[src/rtl/irq_msu_pkg.sv]
package irq_msu_pkg;
  localparam int WORD_W = 32;
  localparam int VEC_W  = 8;
  localparam int GRP_W  = 3;

  typedef enum logic [GRP_W-1:0] {
    GRP_EN_SET = 3'd0,
    GRP_EN_CLR = 3'd1,
    GRP_ST_SET = 3'd2,
    GRP_ST_CLR = 3'd3,
    GRP_POL    = 3'd4,
    GRP_TYPE   = 3'd5,
    GRP_VEC    = 3'd6,
    GRP_EOI    = 3'd7
  } grp_e;
endpackage

[src/rtl/irq_msu_bank.sv]
// One word of sources: detection, status and enable state.
module irq_msu_bank #(
  parameter int W = 32
) (
  input  logic         clk,
  input  logic         rst_n,
  input  logic [W-1:0] src_i,
  input  logic [W-1:0] en_set_i,
  input  logic [W-1:0] en_clr_i,
  input  logic [W-1:0] st_set_i,
  input  logic [W-1:0] st_clr_i,
  input  logic [W-1:0] eoi_clr_i,
  input  logic         pol_we_i,
  input  logic         typ_we_i,
  input  logic [W-1:0] wdata_i,
  output logic [W-1:0] en_o,
  output logic [W-1:0] st_o,
  output logic [W-1:0] pol_o,
  output logic [W-1:0] typ_o,
  output logic [W-1:0] act_o
);
  logic [W-1:0] en_q, st_q, pol_q, typ_q, prev_q;
  logic [W-1:0] act, rise, st_edge, st_lvl, st_d, en_d;

  // polarity correction: 1 = active high, 0 = active low
  assign act     = ~(src_i ^ pol_q);
  assign rise    = act & ~prev_q;
  assign en_d    = (en_q | en_set_i) & ~en_clr_i;
  // edge: a new event or a forced set beats any clear in the same cycle
  assign st_edge = rise | st_set_i | (st_q & ~st_clr_i & ~eoi_clr_i);
  // level: an active input keeps the bit set regardless of clears
  assign st_lvl  = act | ((st_q | st_set_i) & ~st_clr_i);
  assign st_d    = (typ_q & st_edge) | (~typ_q & st_lvl);

  always_ff @(posedge clk or negedge rst_n) begin
    if (!rst_n) begin
      en_q   <= '0;
      st_q   <= '0;
      pol_q  <= '1;
      typ_q  <= '0;
      prev_q <= '0;
    end else begin
      en_q   <= en_d;
      st_q   <= st_d;
      prev_q <= act;
      if (pol_we_i) pol_q <= wdata_i;
      if (typ_we_i) typ_q <= wdata_i;
    end
  end

  assign en_o  = en_q;
  assign st_o  = st_q;
  assign pol_o = pol_q;
  assign typ_o = typ_q;
  assign act_o = act;
endmodule

[src/rtl/irq_msu_prio.sv]
// Fixed priority: lowest index wins; all-ones when nothing requests.
module irq_msu_prio #(
  parameter int N     = 64,
  parameter int IDX_W = 8
) (
  input  logic [N-1:0]     req_i,
  output logic [IDX_W-1:0] idx_o
);
  always_comb begin
    idx_o = '1;
    for (int i = N - 1; i >= 0; i--) begin
      if (req_i[i]) idx_o = IDX_W'(i);
    end
  end
endmodule

[src/rtl/irq_msu.sv]
module irq_msu
  import irq_msu_pkg::*;
#(
  parameter  int NUM_SRC   = 64,
  localparam int NUM_WORDS = NUM_SRC / WORD_W,
  localparam int WIDX_W    = (NUM_WORDS > 1) ? $clog2(NUM_WORDS) : 1,
  localparam int ADDR_W    = GRP_W + WIDX_W
) (
  input  logic               clk,
  input  logic               rst_n,
  input  logic [NUM_SRC-1:0] src_i,
  input  logic               reg_wr_i,
  input  logic [ADDR_W-1:0]  reg_addr_i,
  input  logic [WORD_W-1:0]  reg_wdata_i,
  output logic [WORD_W-1:0]  reg_rdata_o,
  output logic               irq_o,
  output logic [VEC_W-1:0]   vec_o
);
  initial begin
    if (NUM_SRC % WORD_W != 0 || NUM_SRC > 255)
      $error("irq_msu: NUM_SRC must be a multiple of 32 and below 256");
  end

  grp_e              grp;
  logic [WIDX_W-1:0] widx;
  logic              widx_ok;
  logic              eoi_hit;
  logic [VEC_W-1:0]  eoi_vec;
  logic [VEC_W-1:0]  eoi_q;

  logic [NUM_SRC-1:0] en_all, st_all, pol_all, typ_all, act_all, pend;

  assign grp     = grp_e'(reg_addr_i[ADDR_W-1 -: GRP_W]);
  assign widx    = reg_addr_i[WIDX_W-1:0];
  assign widx_ok = int'(widx) < NUM_WORDS;
  assign eoi_hit = reg_wr_i && (grp == GRP_EOI);
  assign eoi_vec = reg_wdata_i[VEC_W-1:0];

  for (genvar w = 0; w < NUM_WORDS; w++) begin : g_word
    logic             sel;
    logic [WORD_W-1:0] en_set, en_clr, st_set, st_clr, eoi_clr;

    assign sel    = reg_wr_i && (int'(widx) == w);
    assign en_set = (sel && grp == GRP_EN_SET) ? reg_wdata_i : '0;
    assign en_clr = (sel && grp == GRP_EN_CLR) ? reg_wdata_i : '0;
    assign st_set = (sel && grp == GRP_ST_SET) ? reg_wdata_i : '0;
    assign st_clr = (sel && grp == GRP_ST_CLR) ? reg_wdata_i : '0;
    assign eoi_clr = (eoi_hit && int'(eoi_vec[VEC_W-1:5]) == w)
                     ? (WORD_W'(1) << eoi_vec[4:0]) : '0;

    irq_msu_bank #(.W(WORD_W)) u_bank (
      .clk       (clk),
      .rst_n     (rst_n),
      .src_i     (src_i[w*WORD_W +: WORD_W]),
      .en_set_i  (en_set),
      .en_clr_i  (en_clr),
      .st_set_i  (st_set),
      .st_clr_i  (st_clr),
      .eoi_clr_i (eoi_clr),
      .pol_we_i  (sel && grp == GRP_POL),
      .typ_we_i  (sel && grp == GRP_TYPE),
      .wdata_i   (reg_wdata_i),
      .en_o      (en_all[w*WORD_W +: WORD_W]),
      .st_o      (st_all[w*WORD_W +: WORD_W]),
      .pol_o     (pol_all[w*WORD_W +: WORD_W]),
      .typ_o     (typ_all[w*WORD_W +: WORD_W]),
      .act_o     (act_all[w*WORD_W +: WORD_W])
    );
  end

  always_ff @(posedge clk or negedge rst_n) begin
    if (!rst_n)       eoi_q <= '0;
    else if (eoi_hit) eoi_q <= eoi_vec;
  end

  assign pend  = st_all & en_all;
  assign irq_o = |pend;

  irq_msu_prio #(.N(NUM_SRC), .IDX_W(VEC_W)) u_prio (
    .req_i (pend),
    .idx_o (vec_o)
  );

  always_comb begin
    reg_rdata_o = '0;
    unique case (grp)
      GRP_EN_SET, GRP_EN_CLR:
        if (widx_ok) reg_rdata_o = en_all[int'(widx)*WORD_W +: WORD_W];
      GRP_ST_SET, GRP_ST_CLR:
        if (widx_ok) reg_rdata_o = st_all[int'(widx)*WORD_W +: WORD_W];
      GRP_POL:
        if (widx_ok) reg_rdata_o = pol_all[int'(widx)*WORD_W +: WORD_W];
      GRP_TYPE:
        if (widx_ok) reg_rdata_o = typ_all[int'(widx)*WORD_W +: WORD_W];
      GRP_VEC: reg_rdata_o = WORD_W'(vec_o);
      GRP_EOI: reg_rdata_o = WORD_W'(eoi_q);
      default: reg_rdata_o = '0;
    endcase
  end
endmodule

[config.mk]
export PLATFORM = sky130hd
export DESIGN_NAME = irq_msu
export DESIGN_NICKNAME = d
export VERILOG_FILES = /design/src/rtl/irq_msu_pkg.sv /design/src/rtl/irq_msu_bank.sv /design/src/rtl/irq_msu_prio.sv /design/src/rtl/irq_msu.sv
export SDC_FILE = /design/constraint.sdc
export NUM_CORES = 1
export LEC_CHECK = 0
export ABC_AREA = 1
export BUFFER_PORTS_ARGS = -buffer_cell sky130_fd_sc_hd__buf_2
export CAP_MARGIN = 20
export CORE_MARGIN = 3
export CORE_UTILIZATION = 45
export CTS_CLUSTER_DIAMETER = 80
export DETAILED_ROUTE_END_ITERATION = 10
export PLACE_DENSITY_LB_ADDON = 0.05
export SYNTH_ARGS = -nofsm -noshare
export SYNTH_HDL_FRONTEND = slang
export SYNTH_SLANG_ARGS = --single-unit
[constraint.sdc]
create_clock -name clk -period 4.35 [get_ports clk]
set_input_delay 0.6525 -clock clk [delete_from_list [all_inputs] [get_ports clk]]
set_output_delay 0.6525 -clock clk [all_outputs]
set_load 0.1 [all_outputs]
==> results.py, run 1 <==
metrics = {
    "detailed_routing": {
        "drt-pass1-iter-count": 7,
        "final_antenna_net_count": 0,
        "via_count": 15967,
        "vias_per_cell": 5.86,
        "wirelength_mm": 60.6,
        "post_drt_wl_per_cell_um": 22.2,
        "drcViolationCount": 0,
        "drt_iter0_drc": 1575,
    },
    "die": {
        "initial_core_util_pct": 46.4,
        "design.core.area_mm2": 0.0361,
        "fp-row-count": 69,
        "die_x_um": 199,
        "dieArea_mm2": 0.0395,
        "pin_count": 144,
        "dieHeight_um": 199,
    },
    "place": {
        "place_inst": 2653,
        "place_ws_ns": -0.531,
        "gp_congestion": 0.912,
        "port_buffers": 143,
        "place_hpwl_mm": 40.0,
        "placed_area_mm2": 0.0190,
    },
    "timing": {
        "maxSlewHeadroom_pct": 28.9,
        "fin_skew_ns": 0.00853,
        "finalWorstSetupSlack_ns": -1.11,
        "timing.hold.ws_ns": 0.187,
        "final.period_utilization_pct": 125,
        "worstMarginPinSlew_ns": 1.06,
        "rsz0062_at_grt": "yes",
        "drv_slew": 0,
        "finalHoldViolCount": 0,
        "min_period_ns": 5.46,
        "finalSetupTns_ns": -2.64,
        "fmax_mhz": 183,
        "finalSetupViolations": 4,
    },
    "global_routing": {
        "grt_first_pass_wirelength_mm": 93.2,
        "grt_pass1_vias": 15690,
        "grt_max_degree": 113,
        "grt.overflow.total": 0,
        "antenna_found_initial": 2,
        "track_usage_pct": 30.9,
    },
    "synth": {
        "synth_edf_count": 0,
        "synthArstFlopShare_pct": 100,
        "ys_seq_area_share_pct": 49.5,
        "netlist_instances": 2092,
        "synthesis.area_mm2": 0.0167,
        "syn_area_per_cell_um2": 8.00,
        "yosysWarnings": 0,
        "synthFlopType": "dfrtp_1",
        "synth.net_count": 2197,
        "synth_seq_cells": 328,
        "yosysUniqueCellTypes": 39,
    },
    "power": {
        "powerDensity_mw_per_mm2": 501,
        "p_leak_nw": 8.60,
        "max-vdd-ir-drop_v": 0.000299,
        "power_mw": 10.2,
    },
    "clock_tree": {
        "cts_sinks": 328,
        "insertion_delay_ns": 0.54,
        "cts_tree": "built",
        "h-tree-depth": 2,
        "root_buffer": "clkbuf_16",
        "cts_made_buffers": 38,
        "clk_pin_slew_ns": 0.06,
        "clockBufferDepth": 3,
    },
    "worst_setup_path": {
        "cp-end-kind": "output port",
        "critPathMaxFanout": 2,
        "crit_start": "g_word[1].u_bank.en_o[30]",
        "critical_path_class": "flop to output port",
        "reg2reg_from": "g_word[0].u_bank.pol_o[23]",
        "crit_slowest_cell": "dfrtp_1",
        "r2r_slack_ns": 3.36,
        "start_kind": "flop",
        "required_ns": 3.70,
        "arrival_ns": 4.81,
        "rr_worst_depth": 3,
        "crit_top_cell": "nand2_1",
        "max_stage_delay_ns": 0.37,
        "r2r-end": "g_word[0].u_bank.st_o[23]",
    },
    "job": {
        "drv_cap": 0,
    },
    "final_layout": {
        "final_cell_mix": "nand2_1 (651), dfrtp_1 (264), o21ai_1 (140), a21oi_1 (138), o211ai_1 (137)",
        "syn_to_final_growth_pct": 21.7,
        "finalNonFillerCells": 2726,
        "final_net_count": 2339,
        "layout_commonest_cell": "nand2_1",
        "fin_util_pct": 56.4,
        "fin_area_mm2": 0.0204,
        "n_fill_cell": 3332,
        "drive_gt1_share_pct": 19.1,
    },
    "min_path": {
        "worstHoldPathType": "input port to asynchronous set/reset pin",
    },
    "outcome": {
        "violations": "setup timing",
        "status": "finished, violations left",
    },
}
[what timing repair did]
action	in CTS	in global routing
pin swaps	10	2
hold buffers	0	0
setup buffers	2	0
setup endpoints to repair	3	4
gates resized for setup	5	6
[where the power goes]
| part | internal (mW) | switching [mW] |
|---|---|---|
| clock network | 2.05 | 1.30 |
| logic | 0.959 | 1.76 |
| registers | 3.74 | 0.385 |
[metal layers]
layer	wire length, um	vias up	share of wire (%)	GRT usage [%]
met5	31	-	0.051	0
met4	2380	4	3.9	11.6
met1	25600	7730	42	42.8
met3	5400	160	8.9	6.49
li1	-	7315	-	-
met2	27100	758	45	48.1
[flip-flops by register name, indices dropped and copies added (netlist names)]
| register | count |
|---|---|
| eoi_q | 8 |
| g_word.u_bank.en_o | 64 |
| g_word.u_bank.pol_o | 64 |
| g_word.u_bank.prev_q | 64 |
| g_word.u_bank.st_o | 64 |
| g_word.u_bank.typ_o | 64 |
[worst max-delay path: cells and delay by family (launching register included)]
family | cells | cell delay [ns]
buf+inv | 2 | 0.23
compound gates | 1 | 0.18
flops | 1 | 0.37
simple gates | 63 | 3.50
[synthesized netlist by cell type (31+ instances only)]
cell / instances / area share, %
o211ai_1: 137 / 6.1
clkbuf_1: 103 / 2.3
inv_1: 136 / 3.1
o22ai_1: 31 / 1.2
nor3_1: 71 / 2.1
dfstp_2: 64 / 10
nor2_1: 92 / 2.1
nand2_1: 664 / 15
dfrtp_1: 264 / 39
o21ai_0: 69 / 2.1
o21ai_1: 140 / 4.2
xnor2_1: 64 / 3.4
a21oi_1: 138 / 4.1
[area by class of cell]
cell class	instances	area (um^2)	area share, %
Clock inverter	10	128	0.627
Multi-Input combinational cell	1500	7810	38.4
Sequential cell	328	8290	40.7
Tap cell	461	577	2.83
Antenna cell	1	2.50	0.0123
Clock buffer	60	1190	5.83
Timing Repair Buffer	217	1810	8.87
Inverter	149	561	2.75
[cells by family (layout without fill, tap and decap cells)]
kind of cell / Yosys count / after routing / share of synthesized area, %
AND/OR/NAND/NOR: 876 / 876 / 21.1
buffers and inverters: 264 / 436 / 5.99
AO/OA/AOI/OAI: 558 / 558 / 19.9
XOR/XNOR: 64 / 64 / 3.35
other: 0 / 1 / 0
adder cells (fa/ha/maj): 2 / 2 / 0.150
flip-flops: 328 / 328 / 49.5
[worst max path at each step]
stage	to	slack (ns)
after floorplan	reg_rdata_o[0]	-0.07
after global placement	reg_rdata_o[0]	-0.54
after detailed placement	reg_rdata_o[0]	-0.53
after CTS	reg_rdata_o[0]	-1.09
after global routing	reg_rdata_o[0]	-1.84
final	reg_rdata_o[0]	-1.11
No activity file was read; power rests on OpenSTA's default activity.
==> inputs of run 2 (changes only) <==
--- a/config.mk
+++ b/config.mk
@@ -8,7 +8,7 @@
 export ABC_AREA = 1
 export BUFFER_PORTS_ARGS = -buffer_cell sky130_fd_sc_hd__buf_2
 export CAP_MARGIN = 20
-export CORE_MARGIN = 3
+export CORE_MARGIN = 4
 export CORE_UTILIZATION = 45
 export CTS_CLUSTER_DIAMETER = 80
 export DETAILED_ROUTE_END_ITERATION = 10
==> run 2 against run 1 <==
  * The flow still finishes with violations (setup timing)
  * Critical path type unchanged
  * Sequential power about the same
  * Die area rose by 2.0%
  * Largest power group unchanged
  * Count of clock-buffer cells in the layout down 3
  * Sequential share of layout area is 0.49 points higher
  * Design area decreased by 1.2%
  * Routed wire length shrank 0.57%
==> results.py, run 2 (synthesized netlist as in run 1, its figures left out) <==
metrics = {
    "outcome": {
        "status": "finished, violations left",
        "violations": "setup timing",
    },
    "power": {
        "power_mw": 10.2,
        "powerDensity_mw_per_mm2": 509,
        "max-vdd-ir-drop_v": 0.000291,
        "p_leak_nw": 8.55,
    },
    "global_routing": {
        "grt_pass1_vias": 15416,
        "track_usage_pct": 29.4,
        "grt_first_pass_wirelength_mm": 92.9,
        "busiest_layer": "met2",
        "antenna_found_initial": 3,
        "use_met3_pct": 5.56,
        "grt_max_degree": 96,
        "use_met2_pct": 46.0,
        "grt.overflow.total": 0,
        "met1_usage_pct": 41.3,
    },
    "worst_setup_path": {
        "arrival_ns": 4.81,
        "critical_path_class": "flop to output port",
        "start_kind": "flop",
        "rr_worst_depth": 3,
        "crit_slowest_cell": "dfrtp_1",
        "cp-end-kind": "output port",
        "crit_top_cell": "nand2_1",
        "required_ns": 3.70,
        "critPathMaxFanout": 2,
        "max_stage_delay_ns": 0.38,
    },
    "final_layout": {
        "final_cell_mix": "nand2_1 (647), dfrtp_1 (264), o21ai_1 (140), a21oi_1 (138), buf_2 (138)",
        "finalNonFillerCells": 2738,
        "n_fill_cell": 3416,
        "final_net_count": 2345,
        "layout_commonest_cell": "nand2_1",
        "drive_gt1_share_pct": 19.7,
        "syn_to_final_growth_pct": 20.2,
    },
    "clock_tree": {
        "ctsHoldBuffers": 0,
        "h-tree-depth": 2,
        "root_buffer": "clkbuf_16",
        "insertion_delay_ns": 0.56,
        "cts_tree": "built",
        "cts_made_buffers": 39,
        "clockBufferDepth": 3,
        "cts_sinks": 328,
        "clk_pin_slew_ns": 0.06,
    },
    "detailed_routing": {
        "via_count": 15802,
        "drt_iter0_drc": 1392,
        "drt-pass1-iter-count": 6,
        "wirelength_mm": 60.2,
        "final_antenna_net_count": 0,
        "vias_per_cell": 5.77,
        "drcViolationCount": 0,
        "post_drt_wl_per_cell_um": 22.0,
    },
    "place": {
        "port_buffers": 143,
        "place_hpwl_mm": 40.2,
        "gp_congestion": 0.951,
        "place_inst": 2663,
    },
    "timing": {
        "worstMarginPinSlew_ns": 1.01,
        "min_period_ns": 5.46,
        "fmax_mhz": 183,
        "finalWorstSetupSlack_ns": -1.11,
        "maxSlewHeadroom_pct": 32.4,
        "final.period_utilization_pct": 125,
        "drv_slew": 0,
        "finalSetupViolations": 4,
        "finalHoldViolCount": 0,
        "fin_skew_ns": 0.00811,
        "rsz0062_at_grt": "yes",
    },
    "die": {
        "fp-row-count": 70,
        "dieHeight_um": 201,
        "initial_core_util_pct": 45.7,
        "design.core.area_mm2": 0.0366,
        "dieArea_mm2": 0.0403,
        "die_x_um": 201,
        "pin_count": 144,
    },
    "min_path": {
        "worstHoldPathType": "input port to asynchronous set/reset pin",
    },
    "job": {
        "drv_cap": 0,
    },
}
run 2: cell count changes in the layout (fill, tap and decap cells not counted), sizes merged:
| cell | before | now |
|---|---|---|
| clkinvlp | 1 | 0 |
| inv | 146 | 148 |
| clkbuf | 60 | 57 |
| bufinv | 3 | 5 |
| buf | 217 | 222 |
run 2: timing repair:
item / 4_1_cts / 5_1_grt
gates cloned: 0 / 0
gates resized for setup: 8 / 11
pin swaps: 6 / 14
buffers inserted: 2 / 2
endpoints found under the hold margin: 0 / 0
endpoints found under the setup margin: 4 / 4
run 2: final timing paths:
check	start	end	slack [ns]
worst max-delay path	g_word[1].u_bank.st_o[30]	reg_rdata_o[0]	-1.11
worst min-delay path	rst_n	g_word[0].u_bank.prev_q[13]	0.14
worst max register to register	g_word[1].u_bank.pol_o[9]	g_word[1].u_bank.st_o[9]	3.34
worst min register to register	g_word[1].u_bank.pol_o[23]	g_word[1].u_bank.pol_o[23]	0.49
max in group asynchronous	rst_n	g_word[0].u_bank.pol_o[3]	3.24
min in group clk	src_i[31]	g_word[0].u_bank.prev_q[31]	0.30
run 2: power by group:
group          total (mW)  internal, mW  leakage (nW)  switching [mW]
combinational        2.62         0.882          4.24            1.74
clock                3.50          2.15         0.675            1.35
sequential           4.12          3.74          3.64           0.383
total                10.2          6.77          8.55            3.47
run 2: final cells by class:
type / count / area [um^2] / area share, %
Tap cell: 468 / 586 / 2.91
Antenna cell: 1 / 2.50 / 0.0124
Inverter: 149 / 559 / 2.78
Multi-Input combinational cell: 1500 / 7830 / 38.9
Clock inverter: 13 / 194 / 0.964
Clock buffer: 57 / 1170 / 5.80
Sequential cell: 328 / 8290 / 41.2
Timing Repair Buffer: 222 / 1490 / 7.39
run 2: worst max-delay path, delay by kind of cell, from the launching register on:
kind | cells | cell delay (ns)
buffers and inverters | 2 | 0.23
AOI/OAI and AO/OA | 1 | 0.18
DFF | 1 | 0.38
and+or+nand+nor | 63 | 3.50
run 2: stage by stage:
stage	util (%)	setup TNS, ns	hold slack, ns	setup slack (ns)	area, um^2
finish	54.9	-2.41	0.138	-1.11	20100
global route	54.9	-4.37	0.195	-1.76	20100
CTS	54.8	-2.52	0.155	-1.13	20100
detailed placement	51.0	-1.07	0.478	-0.560	18700
global placement	51.0	-1.09	0.473	-0.573	18700
floorplan	-	-0.180	0.357	-0.0693	17000
run 2: metal layers:
metal	wire, um	vias up
li1	-	7326
met1	26500	7738
met2	27500	607
met3	4340	127
met4	1820	4
met5	34	-
